`src/rtl/wdog_pkg.sv`:
```
package wdog_pkg;

    localparam int DATA_W    = 32;
    localparam int ADDR_W    = 2;
    localparam int PRE_W     = 8;
    localparam int DIV_SEL_W = 2;

    // Control bit positions; software drivers decode these.
    localparam int BIT_RST_EN = 0;
    localparam int BIT_IRQ_EN = 2;
    localparam int BIT_DIV_LO = 3;
    localparam int BIT_RUN    = 5;
    localparam int BIT_PRE_LO = 8;

    typedef enum logic [ADDR_W-1:0] {
        REG_CTRL   = 2'd0,
        REG_RELOAD = 2'd1,
        REG_COUNT  = 2'd2,
        REG_CLEAR  = 2'd3
    } reg_sel_e;

    typedef struct packed {
        logic [PRE_W-1:0]     presc;
        logic                 run;
        logic [DIV_SEL_W-1:0] div_sel;
        logic                 irq_en;
        logic                 rst_en;
    } ctrl_t;

endpackage

```
`src/rtl/wdog_regs.sv`:
```
module wdog_regs
    import wdog_pkg::*;
#(
    parameter int                   CNT_W       = 16,
    parameter logic [PRE_W-1:0]     RST_PRESC   = 8'h80,
    parameter logic [DIV_SEL_W-1:0] RST_DIV     = 2'd3,
    parameter logic                 RST_RUN     = 1'b1,
    parameter logic                 RST_RST_EN  = 1'b1,
    parameter logic                 RST_IRQ_EN  = 1'b0,
    parameter logic [CNT_W-1:0]     RST_RELOAD  = 16'h8000
) (
    input  logic              clk,
    input  logic              rst_n,
    input  logic              bus_sel_i,
    input  logic              bus_we_i,
    input  logic [ADDR_W-1:0] bus_addr_i,
    input  logic [DATA_W-1:0] bus_wdata_i,
    input  logic [CNT_W-1:0]  count_i,
    output ctrl_t             ctrl_o,
    output logic [CNT_W-1:0]  reload_o,
    output logic              cnt_load_o,
    output logic [CNT_W-1:0]  cnt_load_val_o,
    output logic              irq_clr_o,
    output logic [DATA_W-1:0] bus_rdata_o
);

    localparam int PAD_W = DATA_W - CNT_W;

    typedef struct packed {
        ctrl_t             ctrl;
        logic [CNT_W-1:0]  reload;
        logic [DATA_W-1:0] rdata;
    } regs_t;

    regs_t regs_d, regs_q;
    logic  wr_en, rd_en;
    logic [DATA_W-1:0] rd_val;
    reg_sel_e sel;

    always_comb begin
        sel    = reg_sel_e'(bus_addr_i);
        wr_en  = bus_sel_i && bus_we_i;
        rd_en  = bus_sel_i && !bus_we_i;
        regs_d = regs_q;

        rd_val = '0;
        case (sel)
            REG_CTRL: begin
                rd_val[BIT_RST_EN]               = regs_q.ctrl.rst_en;
                rd_val[BIT_IRQ_EN]               = regs_q.ctrl.irq_en;
                rd_val[BIT_DIV_LO +: DIV_SEL_W]  = regs_q.ctrl.div_sel;
                rd_val[BIT_RUN]                  = regs_q.ctrl.run;
                rd_val[BIT_PRE_LO +: PRE_W]      = regs_q.ctrl.presc;
            end
            REG_RELOAD: rd_val = {{PAD_W{1'b0}}, regs_q.reload};
            REG_COUNT:  rd_val = {{PAD_W{1'b0}}, count_i};
            default:    rd_val = '0;
        endcase

        if (wr_en) begin
            case (sel)
                REG_CTRL: begin
                    regs_d.ctrl.rst_en  = bus_wdata_i[BIT_RST_EN];
                    regs_d.ctrl.irq_en  = bus_wdata_i[BIT_IRQ_EN];
                    regs_d.ctrl.div_sel = bus_wdata_i[BIT_DIV_LO +: DIV_SEL_W];
                    regs_d.ctrl.run     = bus_wdata_i[BIT_RUN];
                    regs_d.ctrl.presc   = bus_wdata_i[BIT_PRE_LO +: PRE_W];
                end
                REG_RELOAD: regs_d.reload = bus_wdata_i[CNT_W-1:0];
                default: ;
            endcase
        end

        if (rd_en) begin
            regs_d.rdata = rd_val;
        end
    end

    always_ff @(posedge clk or negedge rst_n) begin
        if (!rst_n) begin
            regs_q.ctrl.presc   <= RST_PRESC;
            regs_q.ctrl.run     <= RST_RUN;
            regs_q.ctrl.div_sel <= RST_DIV;
            regs_q.ctrl.irq_en  <= RST_IRQ_EN;
            regs_q.ctrl.rst_en  <= RST_RST_EN;
            regs_q.reload       <= RST_RELOAD;
            regs_q.rdata        <= '0;
        end else begin
            regs_q <= regs_d;
        end
    end

    assign ctrl_o         = regs_q.ctrl;
    assign reload_o       = regs_q.reload;
    assign cnt_load_o     = wr_en && (sel == REG_COUNT);
    assign cnt_load_val_o = bus_wdata_i[CNT_W-1:0];
    assign irq_clr_o      = wr_en && (sel == REG_CLEAR);
    assign bus_rdata_o    = regs_q.rdata;

    // read data changes only in response to a read strobe
    a_r2_rdata_hold: assert property (@(posedge clk) disable iff (!rst_n)
        !(bus_sel_i && !bus_we_i) |=> $stable(bus_rdata_o));

    // a read of the clear register returns zero
    a_r2_clear_reads_zero: assert property (@(posedge clk) disable iff (!rst_n)
        (bus_sel_i && !bus_we_i && bus_addr_i == REG_CLEAR) |=> (bus_rdata_o == '0));

endmodule

```
`src/rtl/wdog_tick.sv`:
```
module wdog_tick #(
    parameter int PRE_W        = 8,
    parameter int DIV_SEL_W    = 2,
    parameter int DIV_BASE_LOG = 4
) (
    input  logic                 clk,
    input  logic                 rst_n,
    input  logic                 run_i,
    input  logic [PRE_W-1:0]     presc_i,
    input  logic [DIV_SEL_W-1:0] div_sel_i,
    output logic                 tick_o
);

    localparam int NUM_DIV = 1 << DIV_SEL_W;
    localparam int DIV_W   = DIV_BASE_LOG + NUM_DIV - 1;

    typedef struct packed {
        logic [PRE_W-1:0] pre;
        logic [DIV_W-1:0] div;
    } tick_t;

    tick_t tk_d, tk_q;
    logic [DIV_W-1:0] div_last;
    logic pre_end, div_end;

    always_comb begin
        div_last = '0;
        for (int i = 0; i < NUM_DIV; i++) begin
            if (div_sel_i == DIV_SEL_W'(i)) begin
                div_last = DIV_W'((32'd1 << (DIV_BASE_LOG + i)) - 32'd1);
            end
        end

        // >= keeps the stages from running away if software shrinks a field mid-period
        pre_end = (tk_q.pre >= presc_i);
        div_end = (tk_q.div >= div_last);
        tick_o  = run_i && pre_end && div_end;

        tk_d = tk_q;
        if (!run_i) begin
            tk_d.pre = '0;
            tk_d.div = '0;
        end else if (pre_end) begin
            tk_d.pre = '0;
            tk_d.div = div_end ? '0 : tk_q.div + 1'b1;
        end else begin
            tk_d.pre = tk_q.pre + 1'b1;
        end
    end

    always_ff @(posedge clk or negedge rst_n) begin
        if (!rst_n) begin
            tk_q <= '0;
        end else begin
            tk_q <= tk_d;
        end
    end

    // the smallest period is 16 cycles, so ticks never come back to back
    a_r3_tick_gap: assert property (@(posedge clk) disable iff (!rst_n)
        tick_o |=> !tick_o);

    // stopping clears both stages, so no tick can follow a stopped cycle
    a_r10_idle_no_tick: assert property (@(posedge clk) disable iff (!rst_n)
        !run_i |=> !tick_o);

endmodule

```
`src/rtl/wdog_count.sv`:
```
module wdog_count #(
    parameter int               CNT_W     = 16,
    parameter logic [CNT_W-1:0] RST_COUNT = 16'h8000
) (
    input  logic             clk,
    input  logic             rst_n,
    input  logic             tick_i,
    input  logic             load_i,
    input  logic [CNT_W-1:0] load_val_i,
    input  logic [CNT_W-1:0] reload_i,
    input  logic             rst_en_i,
    input  logic             irq_en_i,
    input  logic             irq_clr_i,
    output logic [CNT_W-1:0] count_o,
    output logic             rst_req_o,
    output logic             irq_o
);

    typedef struct packed {
        logic [CNT_W-1:0] cnt;
        logic             rst_req;
        logic             irq;
    } cnt_t;

    cnt_t cs_d, cs_q;
    logic expire;

    always_comb begin
        cs_d         = cs_q;
        cs_d.rst_req = 1'b0;
        expire       = 1'b0;

        if (load_i) begin
            cs_d.cnt = load_val_i;
        end else if (tick_i) begin
            if (cs_q.cnt == '0) begin
                expire   = 1'b1;
                cs_d.cnt = reload_i;
            end else begin
                cs_d.cnt = cs_q.cnt - 1'b1;
            end
        end

        cs_d.rst_req = expire && rst_en_i;

        if (irq_clr_i) begin
            cs_d.irq = 1'b0;
        end
        if (expire && irq_en_i) begin
            cs_d.irq = 1'b1;
        end
    end

    always_ff @(posedge clk or negedge rst_n) begin
        if (!rst_n) begin
            cs_q.cnt     <= RST_COUNT;
            cs_q.rst_req <= 1'b0;
            cs_q.irq     <= 1'b0;
        end else begin
            cs_q <= cs_d;
        end
    end

    assign count_o   = cs_q.cnt;
    assign rst_req_o = cs_q.rst_req;
    assign irq_o     = cs_q.irq;

    // a tick lowers a nonzero count by one
    a_r4_decrement: assert property (@(posedge clk) disable iff (!rst_n)
        (tick_i && !load_i && count_o != '0) |=> (count_o == $past(count_o) - 1'b1));

    // a tick at zero restores the reload value
    a_r5_reload: assert property (@(posedge clk) disable iff (!rst_n)
        (tick_i && !load_i && count_o == '0) |=> (count_o == $past(reload_i)));

    // the reset request lasts exactly one cycle
    a_r6_one_cycle: assert property (@(posedge clk) disable iff (!rst_n)
        rst_req_o |=> !rst_req_o);

    // the reset request only follows a tick
    a_r6_after_tick: assert property (@(posedge clk) disable iff (!rst_n)
        $rose(rst_req_o) |-> $past(tick_i));

    // the interrupt flag holds until a clear write
    a_r7_sticky: assert property (@(posedge clk) disable iff (!rst_n)
        (irq_o && !irq_clr_i) |=> irq_o);

    // a clear write with no expiry in the same cycle drops the flag
    a_r8_clear: assert property (@(posedge clk) disable iff (!rst_n)
        (irq_clr_i && !tick_i) |=> !irq_o);

    // a count write wins over everything else
    a_r9_load: assert property (@(posedge clk) disable iff (!rst_n)
        load_i |=> (count_o == $past(load_val_i)));

    // without a tick or a load the count does not move
    a_r10_hold: assert property (@(posedge clk) disable iff (!rst_n)
        (!tick_i && !load_i) |=> $stable(count_o));

endmodule

```
`src/rtl/wdog_timer.sv`:
```
module wdog_timer
    import wdog_pkg::*;
#(
    parameter int                   CNT_W        = 16,
    parameter int                   DIV_BASE_LOG = 4,
    parameter logic [PRE_W-1:0]     RST_PRESC    = 8'h80,
    parameter logic [DIV_SEL_W-1:0] RST_DIV      = 2'd3,
    parameter logic                 RST_RUN      = 1'b1,
    parameter logic                 RST_RST_EN   = 1'b1,
    parameter logic                 RST_IRQ_EN   = 1'b0,
    parameter logic [CNT_W-1:0]     RST_RELOAD   = 16'h8000,
    parameter logic [CNT_W-1:0]     RST_COUNT    = 16'h8000
) (
    input  logic              clk,
    input  logic              rst_n,
    input  logic              bus_sel_i,
    input  logic              bus_we_i,
    input  logic [ADDR_W-1:0] bus_addr_i,
    input  logic [DATA_W-1:0] bus_wdata_i,
    output logic [DATA_W-1:0] bus_rdata_o,
    output logic              rst_req_o,
    output logic              irq_o
);

    ctrl_t            ctrl;
    logic [CNT_W-1:0] reload;
    logic [CNT_W-1:0] count;
    logic [CNT_W-1:0] load_val;
    logic             load;
    logic             irq_clr;
    logic             tick;

    wdog_regs #(
        .CNT_W      (CNT_W),
        .RST_PRESC  (RST_PRESC),
        .RST_DIV    (RST_DIV),
        .RST_RUN    (RST_RUN),
        .RST_RST_EN (RST_RST_EN),
        .RST_IRQ_EN (RST_IRQ_EN),
        .RST_RELOAD (RST_RELOAD)
    ) u_regs (
        .clk            (clk),
        .rst_n          (rst_n),
        .bus_sel_i      (bus_sel_i),
        .bus_we_i       (bus_we_i),
        .bus_addr_i     (bus_addr_i),
        .bus_wdata_i    (bus_wdata_i),
        .count_i        (count),
        .ctrl_o         (ctrl),
        .reload_o       (reload),
        .cnt_load_o     (load),
        .cnt_load_val_o (load_val),
        .irq_clr_o      (irq_clr),
        .bus_rdata_o    (bus_rdata_o)
    );

    wdog_tick #(
        .PRE_W        (PRE_W),
        .DIV_SEL_W    (DIV_SEL_W),
        .DIV_BASE_LOG (DIV_BASE_LOG)
    ) u_tick (
        .clk       (clk),
        .rst_n     (rst_n),
        .run_i     (ctrl.run),
        .presc_i   (ctrl.presc),
        .div_sel_i (ctrl.div_sel),
        .tick_o    (tick)
    );

    wdog_count #(
        .CNT_W     (CNT_W),
        .RST_COUNT (RST_COUNT)
    ) u_count (
        .clk        (clk),
        .rst_n      (rst_n),
        .tick_i     (tick),
        .load_i     (load),
        .load_val_i (load_val),
        .reload_i   (reload),
        .rst_en_i   (ctrl.rst_en),
        .irq_en_i   (ctrl.irq_en),
        .irq_clr_i  (irq_clr),
        .count_o    (count),
        .rst_req_o  (rst_req_o),
        .irq_o      (irq_o)
    );

endmodule

```
`config.mk`:
```
export PLATFORM = sky130hd
export DESIGN_NAME = wdog_timer
export DESIGN_NICKNAME = d
export VERILOG_FILES = /design/src/rtl/wdog_pkg.sv /design/src/rtl/wdog_regs.sv /design/src/rtl/wdog_tick.sv /design/src/rtl/wdog_count.sv /design/src/rtl/wdog_timer.sv
export SDC_FILE = /design/constraint.sdc
export NUM_CORES = 1
export LEC_CHECK = 0
export BUFFER_PORTS_ARGS = -buffer_cell sky130_fd_sc_hd__buf_2
export CAP_MARGIN = 20
export CORE_ASPECT_RATIO = 1.25
export CORE_MARGIN = 4
export CORE_UTILIZATION = 57
export CTS_CLUSTER_SIZE = 28
export DETAILED_ROUTE_END_ITERATION = 16
export GPL_TIMING_DRIVEN = 1
export HOLD_SLACK_MARGIN = 0.05
export PLACE_DENSITY = 0.8
export SLEW_MARGIN = 20
export SYNTH_ARGS = -nofsm -noshare
export SYNTH_HDL_FRONTEND = slang
export SYNTH_HIERARCHICAL = 1
export SYNTH_SLANG_ARGS = --single-unit
```
`constraint.sdc`:
```
create_clock -name clk -period 3.6 [get_ports clk]
set_clock_uncertainty 0.05 [all_clocks]
set_input_delay 0.54 -clock clk [delete_from_list [all_inputs] [get_ports clk]]
set_output_delay 0.54 -clock clk [all_outputs]
set_load 0.01 [all_outputs]
```
# Yosys cells after proc, flatten, opt, wreduce, memory -nomap -nowiden
# Index checks and enable logic that the tools add are counted.
[op_classes]
div = 0
shift = 0
n_mux = 21
n_mul = 0
eq_ne = 7
reduce_logical = 16
n_lt_le_gt_ge = 2
bitwise = 0
n_addsub = 3
[op_table]
columns = ["cell", "n"]
rows = [
  ["$mux 16", 3],
  ["$mux 7", 5],
  ["$pmux 8 s3", 1],
  ["$logic_not 16->1", 1],
  ["$sub 16x1->16 const B", 1],
  ["$mux 15", 1],
  ["$pmux 4 s3", 1],
  ["$add 8x1->8 const B", 1],
  ["$eq 2x2->1 const B", 4],
  ["$ge 8x8->1", 1],
  ["$logic_and 1x1->1", 8],
  ["$mux 8", 1],
  ["$add 7x1->7 const B", 1],
  ["$ge 7x7->1", 1],
  ["$mux 1", 5],
  ["$eq 2x1->1 const B", 2],
  ["$logic_not 2->1", 2],
  ["$mux 4", 1],
  ["$pmux 2 s2", 1],
  ["$reduce_and 2->1", 2],
  ["$reduce_bool 2->1", 2],
  ["$pmux 1 s3", 1],
  ["$ne 2x1->1 const B", 1],
  ["$pmux 1 s2", 1],
  ["$logic_not 1->1", 1],
]
[word_totals]
latch_bits = 0
out_inout_bits = 34
mem_bits_rw = 0
elab_cells = 61
rom_bits = 0
n_memories = 0
register_bits = 78

# Logic depth before layout (Yosys ltp)
[depth]
word_depth = 11
mapped_depth = 13
ltp_nobuf = 10

# Hierarchy
# The synthesis kept the hierarchy.
[modules_own_cells]
columns = ["module", "instances", "area_per_inst_um2", "cells_per_inst"]
rows = [
  ["wdog_regs", 1, 2190.9, 163],
  ["wdog_count", 1, 1453.9, 172],
  ["wdog_tick", 1, 1022.2, 110],
]

# Worst setup path after synthesis
# OpenSTA, ideal clock, no wires.
[synth_timing]
kind = "reg2reg"
start = "register, netlist name u_regs/ctrl_o[12]"
end = "register u_count.cs_q (netlist bit u_count/count_o[14])"
synth_period_minus_slack_ns = 2.676
path_buffers = 2
setup_ns = 0.095
stages_incl_launch_ff = 13
slack_ns = 0.924
arrival_ns = 2.530
cell_sequence = "dfstp_2 -> inv_1 -> ha_1 -> nand2_1 -> o21ai_0 -> a21oi_1 -> buf_4 -> nor3_1 -> clkbuf_1 -> inv_1 -> nor2_1 -> o41ai_1 -> o31ai_1"
[synth_via]
elab_chain_len = 4
[synth_rtl]
columns = ["item", "line", "text"]
rows = [
  ["$ge 8x8->1", "wdog_tick.sv:35", "pre_end = (tk_q.pre >= presc_i);"],
  ["$logic_and 1x1->1 (2 in a row)", "wdog_tick.sv:37", "tick_o = run_i && pre_end && div_end;"],
  ["named net tick", "wdog_timer.sv:31", "logic tick;"],
  ["$reduce_bool 2->1 (no source line)", "--", ""],
  ["to (signal assigned)", "wdog_count.sv:60", "cs_q <= cs_d;"],
  ["to (decl)", "wdog_count.sv:25", "cnt_t cs_d, cs_q;"],
]
# The timed path passes the listed nets, and every way through them passes these cells.
# A chain may end at the register's enable or synchronous reset.

# Final worst setup path
[layout_timing]
start = "register, netlist name u_regs/ctrl_o[3]"
end = "register u_count.cs_q (netlist bit u_count/count_o[14])"
[layout_via]
elab_chain_len = 8
word_cells_on_any_way = 11
classes_between = "1 x order compare; 3 x eq/ne; 4 x mux; 3 x reduce/logical"
[layout_rtl]
columns = ["item", "line", "text"]
rows = [
  ["$logic_not 2->1", "wdog_tick.sv:29", "if (div_sel_i == DIV_SEL_W'(i)) begin"],
  ["$mux 4", "wdog_tick.sv:29", ""],
  ["$mux 7 (2 in a row)", "wdog_tick.sv:29", ""],
  ["$mux 7 (*)", "wdog_tick.sv:29", ""],
  ["$ge 7x7->1 (*)", "wdog_tick.sv:36", "div_end = (tk_q.div >= div_last);"],
  ["$logic_and 1x1->1 (*)", "wdog_tick.sv:37", ""],
  ["named net tick", "wdog_timer.sv:31", ""],
  ["$reduce_bool 2->1 (no source line) (*)", "--", ""],
]
# Mark *: on every way through the listed nets, which the timed path passes. The rest lies on a longest branch.

==> flow_summary.json <==
{
  "status": "completed",
  "rows": 36,
  "max_cap_viol_count": 0,
  "power_density_mw_per_mm2": 510,
  "cts_tree": "built",
  "dp_hpwl_um": 7680,
  "grt_usage_pct": 24.1,
  "syn_area_per_cell_um2": 10.5,
  "netlist_area_mm2": 0.00467,
  "async_flop_share_pct": 100,
  "slowest_delay_ns": 0.67,
  "synth_top_family_by_area": "compound AO/OA/AOI/OAI gates",
  "ys.flop_type": "dfrtp_1",
  "arrival_ns": 3.25,
  "crit_top_cell": "inv_1",
  "synth-compound-area-share_pct": 17.7,
  "clock_latency_ns": 0.35,
  "syn_inst": 445,
  "wl_per_cell_um": 19.5,
  "maxSlewHeadroom_pct": 33.9,
  "nFillCells": 648,
  "grt_antenna_before_repair": 0,
  "synthMuxAreaShare_pct": 8.53,
  "die-area_mm2": 0.00971,
  "die_y_um": 109,
  "hold_ws_ns": 0.305,
  "yosys_warnings": 6,
  "grt_pass1_wl_um": 18000,
  "setup_viol": 0,
  "synth_xor_xnor_area_share_pct": 1.88,
  "crit_path_end_kind": "flop",
  "netlist-cell-type-count": 65,
  "yosys.area_share.simple_pct": 14.5,
  "clkSinkCount": 78,
  "hold_violations": 0,
  "crit_chain": "inv_1 > ha_1 > nand4_1 > o21ai_1 > o21ai_2 > nor3_1 > inv_1 > nor2_1 > o41ai_1 > o31ai_1",
  "drt_iter0_drc": 404,
  "grt_max_degree": 79,
  "min_period_ns": 3.03,
  "port_buffers": 39,
  "slowest_stage": "nor3_1",
  "period_share_pct": 84.3,
  "required_ns": 3.81,
  "vias": 3570,
  "ys_seq_elements": 78,
  "ir_drop_v": 0.000452,
  "synth_edf_count": 0,
  "pin_count": 72,
  "drive_gt1_share_pct": 25.3,
  "ctsLongestPathBuffers": 2,
  "first_pass_iters": 5,
  "drcViolationCount": 0,
  "startpoint_type": "flop",
  "ctsHtreeMaxLevel": 3,
  "start_util_pct": 59.2,
  "coreArea_mm2": 0.00788,
  "totalWireLength_um": 10900,
  "place_congestion": 1.00,
  "cts-root-buf": "clkbuf_8",
  "clkTransAtPathRegs_ns": 0.08,
  "nets": 520,
  "slew_violations": 0,
  "gr-total-overflow": 0,
  "numCtsBuffers": 9,
  "ys_seq_area_share_pct": 42.0,
  "diodes": 0,
  "die_w_um": 88.9,
  "grt_pass1_vias": 3571,
  "fin_setup_tns_ns": 0,
  "rsz0062_at_grt": "false",
  "hold_path_class": "in2async",
  "ctsResizeCount": 0,
  "crit_type": "reg2reg",
  "worstMarginPinSlew_ns": 0.991,
  "area_growth_pct": 5.63,
  "power_leakage_nw": 2.22,
  "hold_buffers": 0,
  "post-cts-setup-buffer-count": 0,
  "yosys.area_share.adder_pct": 5.63,
  "vias_per_cell": 6.36,
  "ant_nets": 0,
  "timing.fmax_mhz": 330,
  "crit_fanout": 7
}
registers in the layout (all words and copies together), names as in the netlist:
signal	flops
u_count/count_o	16
u_count/irq_o	1
u_count/rst_req_o	1
u_regs/bus_rdata_o	16
u_regs/ctrl_o	13
u_regs/reload_o	16
u_tick/tk_q	15
cells by family after synthesis:
logic type | Yosys count
flops | 78
compound gates | 112
fa+ha+maj | 21
simple gates | 112
xor+xnor | 10
mux | 36
buf+inv | 75
other cells | 1
path summary, 6_finish.rpt:
check,end,from,cells past startpoint,slack (ns)
setup / recovery,u_count/count_o[14],u_regs/ctrl_o[3],10,0.57
hold / removal,u_regs/bus_rdata_o[3],rst_n,1,0.31
setup reg to reg,u_count/count_o[14],u_regs/ctrl_o[3],10,0.57
hold reg to reg,u_regs/bus_rdata_o[9],u_regs/bus_rdata_o[9],1,0.44
max in group asynchronous,u_regs/ctrl_o[6],rst_n,1,2.56
min in group clk,u_count/count_o[1],bus_wdata_i[1],3,0.38
cell usage in the layout, fill, tap and decap left out, types with 13 or more instances in the layout:
cell,netlist,layout
nand3_1,14,14
mux2_2,30,30
ha_1,21,21
and3_1,16,16
dfrtp_1,71,71
conb_1,1,16
nor2_1,16,16
buf_2,2,38
o21ai_1,16,16
o2bb2ai_1,16,16
a222oi_1,13,13
inv_1,19,19
nand2_1,16,16
a21oi_1,19,19
critical path, delay by kind of cell, from the launching register on:
family / cells / cell delay, ns
simple gates: 3 / 1.11
flops: 1 / 0.56
compound gates: 4 / 0.75
buf+inv: 2 / 0.18
fa+ha+maj: 1 / 0.30
final cells by class:
cell class                 instances  area [um^2]  area share, %
inverter                          19         71.3           1.45
sequential                        78         1960           39.8
timing repair buffer              46          250           5.08
multi-input combinational        307         2310           46.9
clock buffer                      12          145           2.94
tap                               95          119           2.41
clock inverter                     4         70.1           1.42
layer usage:
layer	part of all wire [%]	up-vias	track usage, %
met2	51	130	40.6
li1	-	1666	-
met3	5.0	23	3.63
met4	2.6	0	8.30
met1	41	1751	31.5
met5	0	-	0
power breakdown:
group	total [mW]	internal, mW	switching, mW	leakage (nW)
Sequential	1.22	1.03	0.183	0.985
Clock	0.723	0.408	0.315	0.110
Combinational	0.575	0.267	0.308	1.12
Total	2.51	1.71	0.806	2.22
cell usage after synthesis (6+ instances only):
| library cell | number | area (um^2) |
|---|---|---|
| xor2_1 | 8 | 70.1 |
| mux2_2 | 30 | 338 |
| dfstp_2 | 7 | 184 |
| nor2_1 | 16 | 60.1 |
| a21oi_1 | 19 | 95.1 |
| mux2i_1 | 6 | 60.1 |
| ha_1 | 21 | 263 |
| inv_1 | 19 | 71.3 |
| o41ai_1 | 6 | 52.6 |
| o2bb2ai_1 | 16 | 140 |
| clkbuf_1 | 12 | 45.0 |
| o21ai_0 | 8 | 40.0 |
| o21ai_1 | 16 | 80.1 |
| dfrtp_1 | 71 | 1780 |
| a222oi_1 | 13 | 130 |
| nand2_1 | 16 | 60.1 |
| nor3_1 | 11 | 55.1 |
| and3_1 | 16 | 100 |
| nand3_1 | 14 | 70.1 |
| buf_4 | 36 | 270 |
stage by stage:
step | total power, mW | instances | instance area [um^2] | util (%) | worst slack, ns
3_5_place_dp | 1.80 | 545 | 4710 | 59.8 | 0.655
3_3_place_gp | 1.77 | 545 | 4710 | 59.8 | 0.711
4_1_cts | 2.52 | 561 | 4930 | 62.5 | 0.643
5_1_grt | 2.66 | 561 | 4930 | 62.5 | 0.298
2_1_floorplan | 1.64 | 460 | 4720 | - | 0.924
6_report | 2.51 | 561 | 4930 | 62.5 | 0.565
(Power assumes the default switching activity.)
